===== src/rtl/regwin_pkg.sv =====
package regwin_pkg;
  typedef enum logic [1:0] {
    TGT_NONE = 2'd0,
    TGT_CORE = 2'd1,
    TGT_DMA  = 2'd2,
    TGT_CTL  = 2'd3
  } tgt_e;

  localparam logic [1:0] SZ_BYTE = 2'd0;
  localparam logic [1:0] SZ_HALF = 2'd1;
endpackage


===== src/rtl/regwin_addr_decode.sv =====
module regwin_addr_decode
  import regwin_pkg::*;
#(
  parameter int ADDR_W     = 7,
  parameter int CORE_IDX_W = 4,
  parameter int DMA_IDX_W  = 3,
  parameter int CTL_ADDR   = 'h70
) (
  input  logic [ADDR_W-1:0]     addr,
  output tgt_e                  wr_tgt,
  output tgt_e                  rd_tgt,
  output logic [CORE_IDX_W-1:0] core_idx,
  output logic [DMA_IDX_W-1:0]  dma_idx
);
  localparam int CORE_END = 4 << CORE_IDX_W;
  localparam int DMA_END  = CORE_END + (4 << DMA_IDX_W);

  logic [ADDR_W-1:0] dma_off;
  logic [ADDR_W-1:0] word_addr;

  assign dma_off   = addr - ADDR_W'(CORE_END);
  assign word_addr = {addr[ADDR_W-1:2], 2'b00};
  assign core_idx  = addr[CORE_IDX_W+1:2];
  assign dma_idx   = dma_off[DMA_IDX_W+1:2];

  always_comb begin
    if (int'(addr) < CORE_END)            wr_tgt = TGT_CORE;
    else if (int'(addr) < DMA_END)        wr_tgt = TGT_DMA;
    else if (int'(word_addr) == CTL_ADDR) wr_tgt = TGT_CTL;
    else                                  wr_tgt = TGT_NONE;
  end

  always_comb begin
    if (int'(addr) < CORE_END)       rd_tgt = TGT_CORE;
    else if (int'(addr) < DMA_END)   rd_tgt = TGT_DMA;
    else if (int'(addr) == CTL_ADDR) rd_tgt = TGT_CTL;
    else                             rd_tgt = TGT_NONE;
  end
endmodule


===== src/rtl/regwin_lane_merge.sv =====
module regwin_lane_merge
  import regwin_pkg::*;
#(
  parameter int DATA_W = 32,
  localparam int LANES = DATA_W / 8,
  localparam int OFF_W = $clog2(LANES)
) (
  input  logic [DATA_W-1:0] cur,
  input  logic [DATA_W-1:0] wdata,
  input  logic [OFF_W-1:0]  off,
  input  logic [1:0]        size,
  output logic [DATA_W-1:0] merged
);
  logic [LANES-1:0]  size_mask;
  logic [LANES-1:0]  lane_en;
  logic [DATA_W-1:0] placed;

  always_comb begin
    case (size)
      SZ_BYTE: size_mask = LANES'(1);
      SZ_HALF: size_mask = LANES'(3);
      default: size_mask = '1;
    endcase
  end

  assign lane_en = size_mask << off;
  assign placed  = wdata << {off, 3'b000};

  for (genvar k = 0; k < LANES; k++) begin : g_lane
    assign merged[8*k +: 8] = lane_en[k] ? placed[8*k +: 8] : cur[8*k +: 8];
  end
endmodule


===== src/rtl/regwin_read_align.sv =====
module regwin_read_align
  import regwin_pkg::*;
#(
  parameter int DATA_W = 32,
  localparam int OFF_W = $clog2(DATA_W / 8)
) (
  input  logic [DATA_W-1:0] word,
  input  logic [OFF_W-1:0]  off,
  input  logic [1:0]        size,
  output logic [DATA_W-1:0] aligned
);
  logic [DATA_W-1:0] shifted;
  logic [DATA_W-1:0] keep;

  assign shifted = word >> {off, 3'b000};

  always_comb begin
    case (size)
      SZ_BYTE: keep = {{(DATA_W-8){1'b0}}, 8'hFF};
      SZ_HALF: keep = {{(DATA_W-16){1'b0}}, 16'hFFFF};
      default: keep = '1;
    endcase
  end

  assign aligned = shifted & keep;
endmodule


===== src/rtl/regwin_lane_decoder.sv =====
module regwin_lane_decoder
  import regwin_pkg::*;
#(
  parameter int ADDR_W     = 7,
  parameter int DATA_W     = 32,
  parameter int CORE_IDX_W = 4,
  parameter int DMA_IDX_W  = 3,
  parameter int CTL_ADDR   = 'h70
) (
  input  logic                  clk,
  input  logic                  rst,
  input  logic                  req_valid,
  input  logic                  req_write,
  input  logic [ADDR_W-1:0]     req_addr,
  input  logic [1:0]            req_size,
  input  logic [DATA_W-1:0]     req_wdata,
  output logic                  rsp_valid,
  output logic [DATA_W-1:0]     rsp_rdata,
  output logic [CORE_IDX_W-1:0] core_idx,
  output logic                  core_we,
  output logic [DATA_W-1:0]     core_wdata,
  input  logic [DATA_W-1:0]     core_rdata,
  output logic [DMA_IDX_W-1:0]  dma_idx,
  output logic                  dma_we,
  output logic [DATA_W-1:0]     dma_wdata,
  input  logic [DATA_W-1:0]     dma_rdata,
  output logic                  ctl_we,
  output logic [DATA_W-1:0]     ctl_wdata,
  input  logic [DATA_W-1:0]     ctl_rdata
);
  localparam int OFF_W = $clog2(DATA_W / 8);

  tgt_e              wr_tgt;
  tgt_e              rd_tgt;
  logic [OFF_W-1:0]  off;
  logic [DATA_W-1:0] wr_cur;
  logic [DATA_W-1:0] merged;
  logic [DATA_W-1:0] rd_word;
  logic [DATA_W-1:0] aligned;
  logic              wr_fire;
  logic              rd_fire;

  assign off     = req_addr[OFF_W-1:0];
  assign wr_fire = req_valid && req_write;
  assign rd_fire = req_valid && !req_write;

  regwin_addr_decode #(
    .ADDR_W(ADDR_W), .CORE_IDX_W(CORE_IDX_W),
    .DMA_IDX_W(DMA_IDX_W), .CTL_ADDR(CTL_ADDR)
  ) dec_i (
    .addr(req_addr), .wr_tgt(wr_tgt), .rd_tgt(rd_tgt),
    .core_idx(core_idx), .dma_idx(dma_idx)
  );

  always_comb begin
    case (wr_tgt)
      TGT_CORE: wr_cur = core_rdata;
      TGT_DMA:  wr_cur = dma_rdata;
      TGT_CTL:  wr_cur = ctl_rdata;
      default:  wr_cur = '0;
    endcase
  end

  regwin_lane_merge #(.DATA_W(DATA_W)) merge_i (
    .cur(wr_cur), .wdata(req_wdata), .off(off),
    .size(req_size), .merged(merged)
  );

  assign core_we    = wr_fire && (wr_tgt == TGT_CORE);
  assign dma_we     = wr_fire && (wr_tgt == TGT_DMA);
  assign ctl_we     = wr_fire && (wr_tgt == TGT_CTL);
  assign core_wdata = merged;
  assign dma_wdata  = merged;
  assign ctl_wdata  = merged;

  always_comb begin
    case (rd_tgt)
      TGT_CORE: rd_word = core_rdata;
      TGT_DMA:  rd_word = dma_rdata;
      TGT_CTL:  rd_word = ctl_rdata;
      default:  rd_word = '0;
    endcase
  end

  regwin_read_align #(.DATA_W(DATA_W)) align_i (
    .word(rd_word), .off(off), .size(req_size), .aligned(aligned)
  );

  always_ff @(posedge clk) begin
    if (rst) begin
      rsp_valid <= 1'b0;
      rsp_rdata <= '0;
    end else begin
      rsp_valid <= rd_fire;
      if (rd_fire) rsp_rdata <= aligned;
    end
  end
endmodule


===== config.mk =====
export PLATFORM = sky130hd
export DESIGN_NAME = regwin_lane_decoder
export DESIGN_NICKNAME = d
export VERILOG_FILES = /design/src/rtl/regwin_pkg.sv /design/src/rtl/regwin_addr_decode.sv /design/src/rtl/regwin_lane_merge.sv /design/src/rtl/regwin_read_align.sv /design/src/rtl/regwin_lane_decoder.sv
export SDC_FILE = /design/constraint.sdc
export NUM_CORES = 1
export LEC_CHECK = 0
export ABC_AREA = 0
export BUFFER_PORTS_ARGS = -buffer_cell sky130_fd_sc_hd__buf_2
export CAP_MARGIN = 15
export CORE_ASPECT_RATIO = 0.75
export CORE_MARGIN = 2
export CORE_UTILIZATION = 35
export CTS_CLUSTER_SIZE = 14
export DETAILED_ROUTE_END_ITERATION = 6
export PLACE_DENSITY = 0.69
export SLEW_MARGIN = 15
export SYNTH_ARGS = -nofsm -noshare
export SYNTH_HDL_FRONTEND = slang
export SYNTH_SLANG_ARGS = --single-unit

===== constraint.sdc =====
create_clock -name clk -period 2.6 [get_ports clk]
set_input_delay 0 -clock clk [delete_from_list [all_inputs] [get_ports clk]]
set_output_delay 0 -clock clk [all_outputs]
set_load 0.1 [all_outputs]

## After elaboration in Yosys (flattened, before gate mapping)

Index checks and enable logic that the tools add are counted.

| word-level totals | value |
|---|---|
| logic and storage cells | 39 |
| flip-flop bits (word level) | 33 |
| input bits | 141 |
| output and inout port bits | 139 |

| operators by class | value |
|---|---|
| eq/ne operators | 9 |
| reductions and logical operators | 7 |
| muxes and demuxes | 14 |
| $lt $le $gt $ge | 2 |
| shifts and indexed selects | 3 |
| bitwise operators | 1 |
| $add $sub $neg | 1 |

Operator list:

| operator | count |
|---|---|
| case mux 32 bit (3 select lines) | 2 |
| case mux 32 bit (2 select lines) | 1 |
| bitwise AND 32 bit | 1 |
| 2-to-1 mux 8 bit | 4 |
| left shift 32 x 5 -> 32 bit | 1 |
| right shift 32 x 5 -> 32 bit | 1 |
| less-than comparator 7 bit (second input constant) | 2 |
| 2-to-1 mux 2 bit | 6 |
| equality test 2 bit (second input constant) | 4 |
| case mux 4 bit (2 select lines) | 1 |
| equality test 7 x 5 -> 1 bit (second input constant) | 1 |
| equality test 2 x 1 -> 1 bit (second input constant) | 3 |
| equality test 5 x 3 -> 1 bit (second input constant) | 1 |
| logical AND 1 bit | 5 |
| subtractor 5 x 1 -> 5 bit (second input constant) | 1 |
| left shift 4 x 2 -> 4 bit | 1 |
| logical NOT 2 bit | 1 |
| logical NOT 1 bit | 1 |

## Logic depth before layout (Yosys ltp)

Gate-level depths: netlist of the first run.

| depth | value |
|---|---|
| depth in word-level cells | 8 |
| gate-level depth with buffers | 8 |
| mapped depth without buffers | 4 |

## Cells and area by module

From an unflattened synthesis of the first run, not the netlist that was laid out.

| unflattened totals | value |
|---|---|
| cell total of the unflattened synthesis | 542 |
| area total of the unflattened synthesis | 5,018.6 um^2 |

Modules (own cells, without submodules):

| module | seq. area each (um^2) | instances | area an instance (um^2) | cells an instance |
|---|---|---|---|---|
| regwin_lane_decoder | 660.6 | 1 | 3,357.0 | 366 |
| regwin_lane_merge | 0.0 | 1 | 903.4 | 86 |
| regwin_read_align | 0.0 | 1 | 650.6 | 75 |
| regwin_addr_decode | 0.0 | 1 | 107.6 | 15 |

## Worst setup path before layout of the first run

No wires, ideal clock.

| path | value |
|---|---|
| path kind | input-to-output |
| from | input port req_addr[0] |
| to | output port ctl_wdata[13] |
| stages on the path | 7 |
| path buffers | 3 |
| slack | -0.330 ns |
| data arrival time | 2.930 ns |
| required time | 2.600 ns |
| cells stage by stage | buf_2 inv_2 a21oi_1 buf_2 a211oi_1 a21oi_1 buf_4 |

| between the ends | value |
|---|---|
| cells in the longest elaborated chain, start to end | 6 |
| elaborated cells between the ends (all ways) | 11 |
| those cells by class | 2 x order compare; 3 x eq/ne; 2 x shift; 4 x mux |

RTL lines:

| what | RTL line | RTL |
|---|---|---|
| start: declaration | regwin_lane_decoder.sv:14 | `input logic [ADDR_W-1:0] req_addr,` |
| less-than comparator 7 bit | regwin_addr_decode.sv:28 | `else if (int'(addr) < DMA_END) wr_tgt = TGT_DMA;` |
| 2-to-1 mux 2 bit | regwin_addr_decode.sv:28 |  |
| 2-to-1 mux 2 bit | regwin_addr_decode.sv:27 | `if (int'(addr) < CORE_END) wr_tgt = TGT_CORE;` |
| equality test 2 bit or equality test 2 x 1 -> 1 bit (tied branches) | regwin_lane_decoder.sv:56 | `case (wr_tgt)` |
| case mux 32 bit (3 select lines) | regwin_lane_decoder.sv:56 |  |
| 2-to-1 mux 8 bit (*) | regwin_lane_merge.sv:30 | `assign merged[8*k +: 8] = lane_en[k] ? placed[8*k +: 8] : cur[8*k +: 8];` |
| end: declaration | regwin_lane_decoder.sv:28 | `output logic [DATA_W-1:0] ctl_wdata,` |

Every way passes the cells marked *; elsewhere a longest branch is shown, timed or not.

## Worst setup path in the final report of the first run

| path | value |
|---|---|
| from | input port req_addr[1] |
| to | output port ctl_wdata[21] |

The elaborated chain is that of the path after synthesis.

==> summary.md, run 1 <==
| Metric | Value |
|---|---|
| Status | `completed` |
| I/O Buffers | `between 200 and 300` |
| Post-synth top area cell | `dfxtp_1` |
| Routed vias | `roughly 4900` |
| Std-Cell Rows | `32` |
| HPWL after DPL | `roughly 15000 um` |
| CTS Sinks | `33` |
| Post-CTS Setup Inserts | `0` |
| Maximum vdd drop | `about 0.00063 V` |
| Area share of the largest cell type after synthesis | `0.176` |
| Clock tree buffer depth | `2` |
| CTS tree | `done` |
| Count leader, synth | `buf_4` |
| Initial Utilization | `0.362` |
| Avg WL per Cell | `roughly 22 um` |
| Hold crit path type | `input pin to flop` |
| NumNets Final | `about 840` |
| Avg Inst Size Synth | `7.40 sq um` |
| Post-Synthesis Cells | `506` |
| EDFF count, synth | `0` |
| Syn-to-layout area delta | `63.1%` |
| Setup Crit Path Kind | `input pin to output port` |
| Synth cell types | `48` |
| Top cells by area, synth | `dfxtp_1 (18%), buf_4 (15%), a21oi_1 (6.8%), nand2_1 (6.3%), a211oi_1 (4.0%)` |
| CTS root buf | `clkbuf_16` |
| Min-delay src | `ctl_rdata[21]` |
| Worst-Margin Slew | `808 ps` |
| Final Instance Count excl. Fillers | `roughly 840` |
| Layout cells sized above 1 | `0.487` |
| Die Y | `93.6 um` |
| Hold Fails Final Rpt | `0` |
| Multi-input logic area | `approximately 2400 sq um` |
| Vias per inst | `around 5.8` |
| Number of buffers created by CTS | `5` |
| Slew margin rel. | `0.461` |
| Async set-reset flop share out of synthesis | `0` |
| First-pass GRT wire length | `approximately 27000 um` |
| Reg-to-Reg End | `rsp_rdata[6]` |
| H-Tree Level Count | `2` |
| Pwr Total | `0.00399 W` |
| Post-synthesis sequential area ratio | `0.176` |
| Final Cycle Share | `0.795` |
| Power density cells | `654 nW/um^2` |
| DR pass1 iterations | `5` |
| Initial DRC Count | `roughly 530` |
| Die X | `between 100 and 150 um` |
| Critical path fanouts, max | `24` |
| Mapped cell area | `between 3000 and 4000 sq um` |
| WL final | `18700 um` |
| Core area | `10300 sq um` |
| Worst hold endpoint | `rsp_rdata[21]` |
| RSZ-0062 raised after global routing | `no` |
| Largest net degree at the start of global routing | `45` |
| Storage cell area | `~660 sq um` |
| Residual DRC | `0` |
| Antenna violations before repair | `1` |
| Vias in the first global route | `4684` |
| Hold Path Cell Cnt | `3` |
| Critical Path Start Type | `input pin` |
| Setup-failing EPs final | `0` |
| R2R setup slack | `1690 ps` |
| Crit path DAT | `2070 ps` |
| Top_reg_cell synth | `dfxtp_1` |
| P_leak | `2.79 nW` |
| Filler cell count | `937` |
| Path depth of the worst reg2reg path | `3` |
| Routability cong. | `between 1 and 1.5` |
| Most common library cells after synthesis | `buf_4 (76), nand2_1 (63), a21oi_1 (51), nor2_1 (37), dfxtp_1 (33)` |
| Layout Skew | `0 ps` |
| ANT nets after route | `0` |
| Max Fclk | `484 MHz` |
| Syn. warnings | `0` |
| Die footprint | `between 10000 and 15000 sq um` |
| Hold Buf Count CTS | `0` |
| All-Layer GR Usage | `0.315` |
| CP Data Required Time | `roughly 2600 ps` |
| Max-slew violations | `0` |
| Cts repair resizes | `0` |
| Placed Instances | `830` |
| CP Capture Type | `output port` |
| Skew-Pair Late Insertion Delay | `~280 ps` |
| Crit Reg-Reg Startpoint | `rsp_rdata[6]` |
| Flops & latches, synth | `33` |
| Remaining Overflow, GRT | `0` |
| Max_cap viols | `0` |
| I/O pin count | `280` |
| Reg clk slew, reported paths | `~50 ps` |
| Syn nets | `between 600 and 700` |
| Final min period | `around 2100 ps` |
[sequential cells by signal (all words and copies together) (netlist names)]
name,cells
rsp_valid,1
rsp_rdata,32
[power breakdown]
part	internal (W)	leakage, nW	switching, W
clock	0.000405	0.0799	0.000223
combinational	0.000808	2.44	0.00202
sequential	0.000524	0.268	0.0000112
total	0.00174	2.79	0.00226
[metrics by stage]
step	area (sq um)	worst slack, ps	TNS (ps)	util	hold WS [ps]
floorplan	3820	-328	-4720	-	92.4
global placement	5950	623	0	0.576	325
detailed placement	5950	553	0	0.576	329
CTS	6100	551	0	0.591	40.5
global route	6100	451	0	0.591	54.7
finish	6110	532	0	0.591	43.2
[cell usage in the layout, fill, tap and decap left out, drive strengths merged, types with 5 or more instances in the layout]
cell | netlist | final
dfxtp | 33 | 33
mux4 | 5 | 5
o21ai | 24 | 24
o22ai | 8 | 8
buf | 100 | 297
a211o | 7 | 7
a21oi | 51 | 51
o2bb2ai | 18 | 18
clkbuf | 9 | 7
inv | 10 | 10
a22oi | 9 | 9
nor3 | 10 | 10
mux2i | 14 | 14
o221ai | 16 | 16
nor3b | 7 | 7
nand2 | 63 | 63
nor2 | 38 | 38
o31ai | 5 | 5
o211ai | 8 | 8
a211oi | 20 | 20
a32o | 7 | 7
a311oi | 6 | 6
nand2b | 5 | 5
[per-layer routing]
layer,up-vias,wire length [um],track usage
met4,0,380,0.0767
met2,308,8860,0.526
met3,39,2060,0.0787
li1,2214,-,-
met5,-,0,0
met1,2314,7430,0.406
[worst max-delay path by stage]
stage,cells after the start,end,slack [ps],startpoint
after global routing,7,ctl_wdata[21],450,req_addr[1]
final,7,ctl_wdata[21],530,req_addr[1]
after floorplan,7,ctl_wdata[29],-330,req_addr[0]
after global placement,7,core_wdata[21],620,req_addr[1]
after CTS,7,ctl_wdata[21],550,req_addr[1]
after detailed placement,7,ctl_wdata[21],550,req_addr[1]
[critical path, cell delays in order]
cell and delay [ps]:
buf_2 420, nor2b_2 330, o21bai_1 140, buf_4 200, o21bai_1 360, o221ai_2 340
buf_12 250
[logic make-up after synthesis]
logic type,after synthesis,share of synthesized area
AOI/OAI and AO/OA,195,0.368
and+or+nand+nor,139,0.176
buffers and inverters,120,0.213
DFF,33,0.176
muxes,19,0.0675
[final cells by class]
type | count | area share
antenna | 1 | 0.000410
clock inverter | 1 | 0.000820
inverter | 11 | 0.00676
timing repair buffer | 297 | 0.443
sequential | 33 | 0.108
clock buffer | 7 | 0.0250
multi-input combinational | 353 | 0.388
tap | 136 | 0.0279
Note: power is estimated with default switching activity, not from simulation.
==> inputs of run 2 (changes only) <==
==> constraint.sdc (replaced) <==
create_clock -name clk -period 1.93 [get_ports clk]
set_input_delay 0 -clock clk [delete_from_list [all_inputs] [get_ports clk]]
set_output_delay 0 -clock clk [all_outputs]
set_load 0.1 [all_outputs]
==> summary.md, run 2 (synthesis results as in run 1) <==
| Metric | Value |
|---|---|
| I/O pin count | `280` |
| RSZ-0062 raised after global routing | `no` |
| Std-Cell Rows | `32` |
| Most flop-heavy register | `rsp_rdata` |
| Clock tree buffer depth | `2` |
| ANT nets after route | `0` |
| Post-CTS Setup Inserts | `0` |
| Syn-to-layout area delta | `77.5%` |
| Max reg flops | `32` |
| CP Data Required Time | `1930 ps` |
| Setup WS post-layout | `248 ps` |
| Final design utilization | `0.643` |
| Layout Skew | `0 ps` |
| Hold crit path type | `input pin to flop` |
| Largest net degree at the start of global routing | `36` |
| Residual DRC | `0` |
| Pre-CTS setup slack | `between 200 and 300 ps` |
| Setup-failing EPs final | `0` |
| HPWL after DPL | `about 16000 um` |
| Antenna cells | `0` |
| Most frequent cells in the layout | `buf_2 (196), buf_12 (84), nand2_1 (62), buf_4 (39), dfxtp_1 (33)` |
| First-pass GRT wire length | `between 20000 and 30000 um` |
| P_leak | `approximately 3 nW` |
| Setup Crit Path Kind | `input pin to output port` |
| Critical path fanouts, max | `32` |
| Maximum vdd drop | `roughly 0.0007 V` |
| Die Y | `93.6 um` |
| Commonest non-fill, non-tap cell in the layout | `buf_2` |
| NumNets Final | `approximately 860` |
| CTS tree | `done` |
| Slew margin rel. | `0.432` |
| Multi-input logic area | `~2700 sq um` |
| Critical Path Start Type | `input pin` |
| Core area | `approximately 10000 sq um` |
| WL final | `18900 um` |
| DR pass1 iterations | `5` |
| Die footprint | `between 10000 and 15000 sq um` |
| H-Tree Level Count | `2` |
| Filler cell count | `around 900` |
| Initial Utilization | `0.362` |
| Storage cell area | `~660 sq um` |
| Avg WL per Cell | `approximately 22 um` |
| I/O Buffers | `between 200 and 300` |
| Layout cells sized above 1 | `0.529` |
| Vias per inst | `5.70` |
| Status | `completed` |
| Number of buffers created by CTS | `5` |
| All-Layer GR Usage | `0.316` |
| Biggest registers after layout | `rsp_rdata: 32 flops, rsp_valid: 1 flops` |
| Initial DRC Count | `between 500 and 600` |
| Worst-Margin Slew | `about 840 ps` |
| Antenna violations before repair | `1` |
| Final Cycle Share | `0.871` |
| Remaining Overflow, GRT | `0` |
| Hold Buf Count CTS | `0` |
| Max-slew violations | `0` |
| Routed vias | `approximately 4900` |
| Cts repair resizes | `0` |
| Fin Hold WS | `~19 ps` |
| Hold Fails Final Rpt | `0` |
| Die X | `123 um` |
| Crit path DAT | `roughly 1700 ps` |
| Final min period | `roughly 1700 ps` |
| Reg clk slew, reported paths | `around 60 ps` |
| CP Capture Type | `output port` |
| Power density cells | `828 nW/um^2` |
| Max Fclk | `slightly below 600 MHz` |
| CTS Sinks | `33` |
| Max_cap viols | `0` |
| Skew-Pair Late Insertion Delay | `about 280 ps` |
| CTS root buf | `clkbuf_16` |
| Vias in the first global route | `4800` |
| Routability cong. | `~1.0` |
-- run 2: final timing paths --
| kind | from | to | slack (ps) | cells after the start |
|---|---|---|---|---|
| worst max register to register | rsp_rdata[6] | rsp_rdata[6] | 1020 | 3 |
| worst max-delay path | req_addr[6] | dma_wdata[12] | 250 | 8 |
| worst min-delay path | ctl_rdata[24] | rsp_rdata[24] | 20 | 3 |
| worst min register to register | rsp_rdata[12] | rsp_rdata[12] | 450 | 2 |
-- run 2: cell type report --
cell class	count	share of cell area
tap	136	0.0256
clock inverter	3	0.00264
timing repair buffer	319	0.445
multi-input combinational	353	0.403
clock buffer	5	0.0188
inverter	11	0.00621
sequential	33	0.0994
-- run 2: stage by stage --
step / area (sq um) / cells / setup TNS [ps] / power [W]
after global placement: 6500 / 852 / 0 / 0.00469
after CTS: 6650 / 860 / 0 / 0.00550
after detailed placement: 6500 / 852 / 0 / 0.00472
final: 6650 / 860 / 0 / 0.00550
after floorplan: 4180 / 506 / -503 / 0.00358
after global routing: 6650 / 860 / 0 / 0.00563
-- run 2: critical path: stages --
cell       delay [ps]
buf_2             140
buf_4             320
nand2_1           130
o2bb2ai_1         290
a211oi_1          160
buf_4             180
a21oi_4           230
buf_12            220
-- run 2: power by group --
part	internal, W	total [W]	leakage (nW)	switching, W
Clock	0.000473	0.000784	0.0696	0.000311
Combinational	0.00120	0.00399	2.63	0.00280
Sequential	0.000706	0.000721	0.268	0.0000155
-- run 2: metal layers --
layer | share of wire | global-route usage
met1 | 0.40 | 0.414
met3 | 0.11 | 0.0561
met5 | 0.00069 | 0
met4 | 0.014 | 0.0530
met2 | 0.48 | 0.547
